$ cat src/rtl/sublog_pkg.sv
package sublog_pkg;
   typedef enum logic [3:0] {
      OP_ILL, OP_SUB, OP_SUBC, OP_SUBV,
      OP_AND, OP_OR, OP_XOR, OP_TST, OP_NOT
   } op_e;

   typedef struct packed {
      op_e  op;
      logic imm_form;
   } dec_t;
endpackage

$ cat src/rtl/sublog_dec.sv
module sublog_dec
   import sublog_pkg::*;
(
   input  logic [15:0] insn,
   output dec_t        dec
);
   logic [3:0] hi, nfield, lo;
   assign hi     = insn[15:12];
   assign nfield = insn[11:8];
   assign lo     = insn[3:0];

   always_comb begin
      dec.op       = OP_ILL;
      dec.imm_form = 1'b0;
      unique case (hi)
         4'h3: case (lo)
            4'h8: dec.op = OP_SUB;
            4'hA: dec.op = OP_SUBC;
            4'hB: dec.op = OP_SUBV;
            default: dec.op = OP_ILL;
         endcase
         4'h2: case (lo)
            4'h8: dec.op = OP_TST;
            4'h9: dec.op = OP_AND;
            4'hA: dec.op = OP_XOR;
            4'hB: dec.op = OP_OR;
            default: dec.op = OP_ILL;
         endcase
         4'h6: dec.op = (lo == 4'h7) ? OP_NOT : OP_ILL;
         4'hC: begin
            dec.imm_form = 1'b1;
            case (nfield)
               4'h8: dec.op = OP_TST;
               4'h9: dec.op = OP_AND;
               4'hA: dec.op = OP_XOR;
               4'hB: dec.op = OP_OR;
               default: begin
                  dec.op       = OP_ILL;
                  dec.imm_form = 1'b0;
               end
            endcase
         end
         default: dec.op = OP_ILL;
      endcase
   end
endmodule

$ cat src/rtl/sublog_sub.sv
module sublog_sub #(
   parameter int DATA_W    = 32,
   parameter int SUB_STYLE = 0
) (
   input  logic [DATA_W-1:0] a,
   input  logic [DATA_W-1:0] b,
   input  logic              bin,
   output logic [DATA_W-1:0] diff,
   output logic              bout,
   output logic              ovf
);
   localparam int MSB = DATA_W - 1;

   generate
      if (SUB_STYLE == 0) begin : g_direct
         logic [DATA_W:0] wide;
         assign wide = {1'b0, a} - {1'b0, b} - {{DATA_W{1'b0}}, bin};
         assign diff = wide[MSB:0];
         assign bout = wide[DATA_W];
      end else begin : g_invadd
         logic [DATA_W:0] sum;
         assign sum  = {1'b0, a} + {1'b0, ~b} + {{DATA_W{1'b0}}, ~bin};
         assign diff = sum[MSB:0];
         assign bout = ~sum[DATA_W];
      end
   endgenerate

   assign ovf = (a[MSB] ^ b[MSB]) & (diff[MSB] ^ a[MSB]);
endmodule

$ cat src/rtl/sublog_logic.sv
module sublog_logic
   import sublog_pkg::*;
#(
   parameter int DATA_W = 32
) (
   input  op_e               op,
   input  logic [DATA_W-1:0] a,
   input  logic [DATA_W-1:0] b,
   output logic [DATA_W-1:0] res,
   output logic              is_zero
);
   always_comb begin
      unique case (op)
         OP_AND, OP_TST: res = a & b;
         OP_OR:          res = a | b;
         OP_XOR:         res = a ^ b;
         OP_NOT:         res = ~b;
         default:        res = '0;
      endcase
   end
   assign is_zero = (res == '0);
endmodule

$ cat src/rtl/sublog_exec.sv
module sublog_exec
   import sublog_pkg::*;
#(
   parameter int DATA_W    = 32,
   parameter int IDX_W     = 4,
   parameter int IMM_W     = 8,
   parameter int SUB_STYLE = 0
) (
   input  logic              clk,
   input  logic              rst_n,
   input  logic              iss_vld,
   input  logic [15:0]       insn,
   input  logic [DATA_W-1:0] rn_val,
   input  logic [DATA_W-1:0] rm_val,
   input  logic [DATA_W-1:0] r0_val,
   input  logic              t_in,
   output logic              res_vld,
   output logic [DATA_W-1:0] res_data,
   output logic              wr_en,
   output logic [IDX_W-1:0]  wr_idx,
   output logic              t_out,
   output logic              illegal
);
   localparam int PAD_W = DATA_W - IMM_W;

   generate
      if (DATA_W <= IMM_W) begin : g_bad_width
         $error("DATA_W must exceed IMM_W");
      end
      if (IDX_W != 4) begin : g_bad_idx
         $error("IDX_W must match the 4-bit register fields");
      end
      if (SUB_STYLE != 0 && SUB_STYLE != 1) begin : g_bad_style
         $error("SUB_STYLE must be 0 or 1");
      end
   endgenerate

   dec_t dec;
   sublog_dec u_dec (.insn(insn), .dec(dec));

   logic [DATA_W-1:0] imm_ext, opa, opb;
   assign imm_ext = {{PAD_W{1'b0}}, insn[IMM_W-1:0]};
   assign opa     = dec.imm_form ? r0_val  : rn_val;
   assign opb     = dec.imm_form ? imm_ext : rm_val;

   logic [DATA_W-1:0] s_diff;
   logic              s_bout, s_ovf;
   sublog_sub #(.DATA_W(DATA_W), .SUB_STYLE(SUB_STYLE)) u_sub (
      .a(opa), .b(opb), .bin((dec.op == OP_SUBC) & t_in),
      .diff(s_diff), .bout(s_bout), .ovf(s_ovf)
   );

   logic [DATA_W-1:0] l_res;
   logic              l_zero;
   sublog_logic #(.DATA_W(DATA_W)) u_log (
      .op(dec.op), .a(opa), .b(opb), .res(l_res), .is_zero(l_zero)
   );

   logic [DATA_W-1:0] nx_res;
   logic              nx_wr, nx_t, nx_ill;
   logic [IDX_W-1:0]  nx_idx;

   always_comb begin
      nx_res = l_res;
      nx_t   = t_in;
      nx_wr  = 1'b1;
      nx_ill = 1'b0;
      nx_idx = dec.imm_form ? '0 : insn[11:8];
      unique case (dec.op)
         OP_SUB:  nx_res = s_diff;
         OP_SUBC: begin nx_res = s_diff; nx_t = s_bout; end
         OP_SUBV: begin nx_res = s_diff; nx_t = s_ovf;  end
         OP_TST:  begin nx_wr = 1'b0; nx_t = l_zero; end
         OP_ILL:  begin nx_wr = 1'b0; nx_ill = 1'b1; nx_res = '0; end
         default: ;
      endcase
   end

   always_ff @(posedge clk) begin
      if (!rst_n) begin
         res_vld  <= 1'b0;
         res_data <= '0;
         wr_en    <= 1'b0;
         wr_idx   <= '0;
         t_out    <= 1'b0;
         illegal  <= 1'b0;
      end else begin
         res_vld  <= iss_vld;
         res_data <= nx_res;
         wr_en    <= iss_vld & nx_wr;
         wr_idx   <= nx_idx;
         t_out    <= nx_t;
         illegal  <= iss_vld & nx_ill;
      end
   end

   logic is_tst_w, is_not_w, is_sub_w;
   assign is_tst_w = (insn[15:12] == 4'h2 && insn[3:0] == 4'h8) || insn[15:8] == 8'hC8;
   assign is_not_w = (insn[15:12] == 4'h6 && insn[3:0] == 4'h7);
   assign is_sub_w = (insn[15:12] == 4'h3 && insn[3:0] == 4'h8);


   excl_wr_ill_chk: assert property (@(posedge clk) disable iff (!rst_n)
      !(wr_en && illegal));


   idle_quiet_chk: assert property (@(posedge clk) disable iff (!rst_n)
      !iss_vld |=> (!res_vld && !wr_en && !illegal));


   tst_no_write_chk: assert property (@(posedge clk) disable iff (!rst_n)
      (iss_vld && is_tst_w) |=> !wr_en);


   not_value_chk: assert property (@(posedge clk) disable iff (!rst_n)
      (iss_vld && is_not_w) |=> (res_data == ~$past(rm_val) && wr_en));


   sub_keeps_t_chk: assert property (@(posedge clk) disable iff (!rst_n)
      (iss_vld && is_sub_w) |=> (t_out == $past(t_in)));


   ill_keeps_t_chk: assert property (@(posedge clk) disable iff (!rst_n)
      illegal |-> (t_out == $past(t_in) && !wr_en));
endmodule

$ cat config.mk
export PLATFORM = sky130hd
export DESIGN_NAME = sublog_exec
export DESIGN_NICKNAME = d
export VERILOG_FILES = /design/src/rtl/sublog_pkg.sv /design/src/rtl/sublog_dec.sv /design/src/rtl/sublog_sub.sv /design/src/rtl/sublog_logic.sv /design/src/rtl/sublog_exec.sv
export SDC_FILE = /design/constraint.sdc
export NUM_CORES = 1
export LEC_CHECK = 0
export ABC_AREA = 1
export BUFFER_PORTS_ARGS = -buffer_cell sky130_fd_sc_hd__buf_2
export CORE_MARGIN = 2
export CORE_UTILIZATION = 61
export DETAILED_ROUTE_END_ITERATION = 10
export PLACE_DENSITY = 0.86
export RECOVER_POWER = 50
export SLEW_MARGIN = 20
export SYNTH_ARGS = -nofsm -noshare
export SYNTH_HDL_FRONTEND = slang
export SYNTH_SLANG_ARGS = --single-unit
$ cat constraint.sdc
create_clock -name clk -period 4.9 [get_ports clk]
set_input_delay 0 -clock clk [delete_from_list [all_inputs] [get_ports clk]]
set_output_delay 0 -clock clk [all_outputs]
set_load 0.01 [all_outputs]
==> results of run 1 <==
[critical path, cell delays in order]
cell                            delay, ns
sky130_fd_sc_hd__dlygate4sd3_1       0.54
sky130_fd_sc_hd__buf_2               0.12
sky130_fd_sc_hd__inv_1               0.07
sky130_fd_sc_hd__nor2_1              0.07
sky130_fd_sc_hd__nand3_2             0.11
sky130_fd_sc_hd__buf_4               0.33
sky130_fd_sc_hd__nor2_2              0.08
sky130_fd_sc_hd__nor2_4              0.40
sky130_fd_sc_hd__nand2_4             0.19
sky130_fd_sc_hd__nor2_1              0.22
sky130_fd_sc_hd__nand2_1             0.14
sky130_fd_sc_hd__fa_1                0.43
sky130_fd_sc_hd__ha_1                0.30
sky130_fd_sc_hd__or3b_1              0.36
sky130_fd_sc_hd__o21ai_2             0.20
sky130_fd_sc_hd__nand4_1             0.12
sky130_fd_sc_hd__nand2_1             0.20
sky130_fd_sc_hd__nand3_1             0.11
sky130_fd_sc_hd__nand2_1             0.12
sky130_fd_sc_hd__a21oi_1             0.07
sky130_fd_sc_hd__o21ai_0             0.11
sky130_fd_sc_hd__a21oi_1             0.08
[flip-flops by register name, indices dropped and copies added (netlist names)]
signal and count:
res_data 32, wr_idx 4, illegal 1, res_vld 1, t_out 1, wr_en 1
[stage by stage]
step	power [mW]	worst slack (ns)	util (%)
CTS	1.280	0.7344	70.84
detailed placement	0.9813	0.9580	69.31
global route	1.393	0.3242	70.38
finish	1.292	0.6836	70.38
global placement	0.9753	1.058	69.31
floorplan	0.8043	1.805	-
[report_power, final]
part,switching [mW],leakage (nW),total (mW),internal [mW]
combinational,0.404,3.91,0.656,0.251
sequential,0.00308,0.325,0.337,0.334
clock,0.146,0.0548,0.300,0.154
total,0.553,4.29,1.29,0.739
[area by class of cell]
type / count / area (um^2) / area share [%]
Multi-Input combinational cell: 798 / 4918 / 65.04
Timing Repair Buffer: 164 / 805.8 / 10.66
Sequential cell: 40 / 800.8 / 10.59
Inverter: 199 / 747.0 / 9.878
Tap cell: 140 / 175.2 / 2.316
Clock buffer: 5 / 68.82 / 0.9100
Clock inverter: 3 / 46.29 / 0.6122
[how the worst min path moves through the flow]
stage | startpoint | endpoint | slack (ns) | cells past startpoint
global placement | insn[10] | wr_idx[2]$_SDFF_PP0_ | 0.21 | 3
CTS | rst_n | wr_idx[2]$_SDFF_PP0_ | 0.09 | 3
finish | rst_n | wr_idx[2]$_SDFF_PP0_ | 0.10 | 3
detailed placement | insn[10] | wr_idx[2]$_SDFF_PP0_ | 0.22 | 3
global route | rst_n | res_data[9]$_SDFF_PN0_ | 0.1 | 3
floorplan | insn[10] | wr_idx[2]$_SDFF_PP0_ | 0.1 | 2
[cells by family after synthesis]
group	after synthesis	share of synthesized area (%)
xor gates and xnor gates	9	1.189
AOI/OAI and AO/OA	178	14.55
DFF	40	12.08
buffers and inverters	228	13.75
adders and majority gates	126	24.00
and+or+nand+nor	485	34.43
[per-layer routing]
layer  global-route usage [%]  up-vias  part of all wire (%)
met5                        0        -                     0
met4                    9.249        0                   1.8
met3                    5.546       33                   9.8
met2                    51.98      360                    44
met1                    44.67     3216                    44
li1                         -     3673                     -
[repair_timing]
item,4_1_cts,5_1_grt
hold buffers,5,0
resized for setup,0,0
hold endpoints to repair,5,0
[cell usage in the layout (no fill, tap or decap), types with 9 or more instances in the layout]
master and count:
sky130_fd_sc_hd__o21ai_0 67, sky130_fd_sc_hd__nor2_1 125, sky130_fd_sc_hd__clkbuf_1 40, sky130_fd_sc_hd__buf_2 115, sky130_fd_sc_hd__nand4_1 22, sky130_fd_sc_hd__dfxtp_1 40
sky130_fd_sc_hd__or2_2 49, sky130_fd_sc_hd__nand3_1 64, sky130_fd_sc_hd__inv_1 190, sky130_fd_sc_hd__ha_1 124, sky130_fd_sc_hd__a21oi_1 76, sky130_fd_sc_hd__nand2_1 175
sky130_fd_sc_hd__a31oi_1 9
==> results.md, run 1 <==
- The largest area contributor in the netlist is sky130_fd_sc_hd__ha_1.
- The Yosys step of the flow raised 0 warnings.
- The number of design rule violations left after detail routing is 0.
- For this block, the initial DRC count from the detailed router was 568.
- The largest net degree at the start of global routing is 40.
- Including well taps, the total number of placed cells is 1,336.
- Setup repair after global routing left no endpoint under its margin.
- The capturing instance or port of the critical path is res_data[29]$_SDFF_PN0_.
- The path class of the tightest hold or removal check is in -> reg.
- Yosys mapped the design onto 43 distinct sky130hd cell types.
- The number of pins exceeding their max-slew limit in the final report is 0.
- The area of the die is 11,720 um^2.
- The routed layout has 7,282 vias.
- Dividing the detail-routed wire length by the instance count gives 14.18 um.
- The max-slew headroom at the worst pin is 43.23%.
- VDD sags by at most 0.1104 mV.
- In this run the worst path has a maximum fanout of 33.
- After clock tree synthesis, the clock-pin slew on the worst setup and hold paths is 0.09 ns.
- The total count of hold-check failures in the final report is 0.
- The post-synth design cell area is 6631 um^2.
- The fraction of synthesis flops using an asynchronous set or reset pin is 0%.
- The tool flagged a number of max-cap violations equal to 0.
- The repair_antennas step left the layout with diodes totalling 0.
- The filler cells instantiated in the layout total 1,022.
- The number of enable flip-flop cells after synthesis is 0.
- Final hold analysis gives a worst-case slack of 0.1020 ns.
- In this run the static leakage power is 4.291 nW.
- The number of nets in the synthesized netlist is 1,308.
- The power per standard cell area is 170.9 nW/um^2.
- The count of TritonRoute iterations in the first routing pass is 6.
- By instance count, the leading cell after synthesis is sky130_fd_sc_hd__inv_1.
- The final estimated routing congestion in global placement is 0.9999.
- For the pin with the worst max-slew slack, the measured transition is 0.8507 ns.
- The worst path uses 86.05% of the clock period.
- The number of antenna violations at the first check in global routing is 0.
- The via count of the first global-routing pass is 6,456.
- The remaining global-route overflow is 0.
- STA classifies the critical path endpoint as a flop.
- The H-tree was split into 2 levels.
- TritonCTS built the clock tree.
- Once layout is done, the placed cells without fillers occupy 7562 um^2.
- The number of standard-cell rows in the floorplan is 38.
- The number of nets with antenna violations after routing is 0.
- The placeable core area is 10,750 um^2.
- The area growth from synthesis to layout is 14.04%.
- The aggregate routed wire length is 19,130 um.
- The fraction of final layout cells with drive strength greater than 1 is 17.37%.
- By count the netlist is led by sky130_fd_sc_hd__inv_1, sky130_fd_sc_hd__nand2_1, sky130_fd_sc_hd__nor2_1.
- The effective utilization at floorplan is 61.71%.
- The run finished with clean final reports.
- The number of ports placed on the die boundary is 156.
- Measured along the y axis, the die boundary spans 108.3 um.
- Setup violations remaining at the end of the flow were counted as 0.
- Buffers placed on the I/O ports in this run total 155.
- The total number of clock tree sinks is 40.
- Data arrives at the worst endpoint at 4.39 ns.
- In this run, synthesis produced a sequential element count of 40.
- The kind of critical path is in -> reg.
- Each instance of the synthesized netlist takes up on average 6.221 um^2.
- The setup TNS after final layout is 0 ns.
- The floorplan die width is 108.3 um.
- Across every metal layer, demand over resource in global routing totals 32.41%.
- In the post-synthesis netlist, the biggest area contributors are sky130_fd_sc_hd__ha_1, sky130_fd_sc_hd__dfxtp_1, sky130_fd_sc_hd__inv_1, sky130_fd_sc_hd__nand2_1, sky130_fd_sc_hd__nor2_1.
- The post-place instance area is 7447 um^2.
- The nature of the critical path startpoint is a primary input.
- The number of CTS-inserted buffers is 5.
- The final standard cell count with taps included and fillers excluded is 1,349.
- The buffers inserted during post-CTS setup optimization is 0.
- Synthesis handed over a netlist of 1,066 instances.
- In the synthesized netlist the dominant register cell turns out to be sky130_fd_sc_hd__dfxtp_1.
- The synthesized design devotes to its leading area cell type 23.40% of total area.
- The layout net count is 1,450.
- The post-DP HPWL is 15,110 um.
- After detailed routing, the number of vias per cell comes to 5.398.
- The maximum buffer depth of the clock tree is 2.
- At the worst endpoint, the required time is 5.07 ns.
- The most critical setup path has its startpoint at insn[11].
- The highest clock rate is 0.2372 GHz.
- The shortest period the worst path allows is 4.216 ns.
- The share of the yosys chip area belonging to registers is 12.08%.
- The clock tree root driver cell is sky130_fd_sc_hd__clkbuf_8.
- The first-pass GRT wire length is 30,350 um.
(Power assumes the default switching activity.)
==> run 2, diff against run 1 <==
--- a/config.mk
+++ b/config.mk
@@ -6,7 +6,7 @@
 export NUM_CORES = 1
 export LEC_CHECK = 0
 export ABC_AREA = 1
-export BUFFER_PORTS_ARGS = -buffer_cell sky130_fd_sc_hd__buf_2
+export BUFFER_PORTS_ARGS = -buffer_cell sky130_fd_sc_hd__buf_4
 export CORE_MARGIN = 2
 export CORE_UTILIZATION = 61
 export DETAILED_ROUTE_END_ITERATION = 10
==> results.md, run 2 (synthesized netlist as in run 1, its figures left out) <==
- The run finished with clean final reports.
- The clock tree root driver cell is sky130_fd_sc_hd__clkbuf_8.
- The smallest clock period supported by the final layout is computed as 4.098 ns.
- The total count of hold-check failures in the final report is 0.
- The remaining global-route overflow is 0.
- The number of antenna diodes in the final layout is 0.
- Setup slack on the critical path of the routed design comes to 0.8018 ns.
- The post-DP HPWL is 14,830 um.
- CTS built an H-tree with a depth of 2.
- The number of pins exceeding their max-slew limit in the final report is 0.
- Setup repair after global routing left no endpoint under its margin.
- The effective utilization at floorplan is 61.71%.
- The worst hold path belongs to the class in -> reg.
- The arrival time of the worst setup path is 4.31 ns.
- The global router's overall resource usage is 32.15%.
- In the final routed layout, each cell accounts on average for 13.75 um.
- The portion of the clock cycle consumed by the worst path in the final layout is 83.64%.
- The count of max-cap constraint violations is 0.
- STA classifies the critical path endpoint as a flop.
- Counting stages on the worst path, the most repeated cell is sky130_fd_sc_hd__nand2_1.
- For this run, the detailed router's first-pass iteration total came to 5.
- The via count of the first global-routing pass is 6,375.
- The placeable core area is 10,750 um^2.
- The nature of the critical path startpoint is a primary input.
- The die is 108.3 um tall.
- The die covers 11,720 um^2.
- The slew of the pin with the lowest slew margin is 0.8404 ns.
- The clock tree from TritonCTS is built.
- Counting flops per register, the top entry is res_data.
- The net count of the finished layout is 1,451.
- The register with the most flip-flops in the layout has 32 of them.
- In the final layout, the share of cells above drive strength 1 is 17.44%.
- The worst-case IR drop observed on VDD is 0.09387 mV.
- The maximum buffer depth of the clock tree is 2.
- The critical path's top delay family is simple AND/OR/NAND/NOR gates.
- The max-slew headroom at the worst pin is 43.91%.
- The floorplan die width is 108.3 um.
- The congestion estimate from routability-driven global placement came to 1.047.
- The kind of critical path is in -> reg.
- The library cell used most frequently in the layout, excluding fill and tap cells, is sky130_fd_sc_hd__inv_1.
- The largest net degree at the start of global routing is 41.
- The number of antenna violations at the first check in global routing is 0.
- The aggregate routed wire length is 18,560 um.
- The worst slack after detailed placement is 1.045 ns.
- Static timing analysis puts the maximum clock frequency at 0.2440 GHz.
- The library cells used most frequently in the layout, excluding fill and tap cells, are sky130_fd_sc_hd__inv_1, sky130_fd_sc_hd__nand2_1, sky130_fd_sc_hd__nor2_1.
- Buffers placed on the I/O ports in this run total 155.
- The number of fill cells is 987.
- In this run the core area contains 38 standard-cell rows.
- Of all nets on the critical path, the largest fanout is 33.
- The largest registers in the layout are res_data (32), wr_idx (4).
- The leakage power figure is 4.393 nW.
- The number of CTS-inserted buffers is 5.
- After detailed routing, the number of remaining DRC violations is 0.
- Among all stages on the critical path, the largest delay is contributed by sky130_fd_sc_hd__dlygate4sd3_1.
- For this run, the slowest stage of the critical path takes 0.54 ns.
- The number of DRC markers after the initial detailed-route iteration is 639.
- Setup violations remaining at the end of the flow were counted as 0.
- In this run the cell area measured after placement is 7843 um^2.
- The register cell area after layout is 800.8 um^2.
- The total number of clock tree sinks is 40.
- The number of gates resized after CTS was 0.
- Together, buffers and inverters on the worst path number 5.
- The area growth from synthesis to layout is 18.23%.
- The average vias per placed instance is 5.289.
- The number of nets with antenna violations after routing is 0.
- Data on the critical path is required at its endpoint by 5.11 ns.
- The first-pass GRT wire length is 30,140 um.
- The routed via count is 7,140.
- The summed area of non-filler cells in the final layout is 7840 um^2.
- Dividing total power by cell area gives a power density of 160.9 nW/um^2.
- The clock transition at the registers of the reported paths is 0.08 ns.
- The multi-input combinational cell area is 4918 um^2.
- The number of ports placed on the die boundary is 156.
- Summed over all failing endpoints, the final setup total negative slack is 0 ns.
run 2: changes by cell type in the layout (fill, tap and decap cells not counted), sizes merged:
cell	change
buf	+1
bufinv	-1
clkbuf	+3
clkinvlp	-1
inv	-1
run 2: stage by stage:
stage | cells | hold slack, ns | utilization, % | power, mW
floorplan | 1066 | 0.09763 | - | 0.8043
global placement | 1337 | 0.1965 | 72.99 | 1.000
detailed placement | 1337 | 0.1982 | 72.99 | 1.009
CTS | 1350 | 0.01730 | 74.29 | 1.255
global route | 1350 | 0.01579 | 72.96 | 1.364
finish | 1350 | 0.02325 | 72.96 | 1.261
run 2: repair_timing:
| item | CTS | global route |
|---|---|---|
| hold buffers | 5 | 0 |
| buffers inserted | 0 | 0 |
| hold endpoints to repair | 5 | 0 |
run 2: path summary, 6_finish.rpt:
check / slack, ns / start / cells after the start / end
max: 0.80 / insn[11] / 28 / res_data[30]$_SDFF_PN0_
min: 0.02 / rst_n / 3 / wr_idx[2]$_SDFF_PP0_
run 2: layer usage:
layer  share of wire [%]  GRT usage, %
met3                  10         5.425
met4                 2.0         9.524
met1                  46         44.97
met2                  42         50.67
met5                   0             0
run 2: final cells by class:
type,instances,share of cell area [%]
Clock buffer,8,1.149
Inverter,199,9.528
Timing Repair Buffer,165,14.14
Multi-Input combinational cell,798,62.74
Tap cell,140,2.234
Sequential cell,40,10.21
run 2: power breakdown:
| part | total [mW] | internal, mW | switching [mW] |
|---|---|---|---|
| combinational | 0.680 | 0.277 | 0.402 |
| clock | 0.245 | 0.115 | 0.130 |
| sequential | 0.337 | 0.334 | 0.00264 |
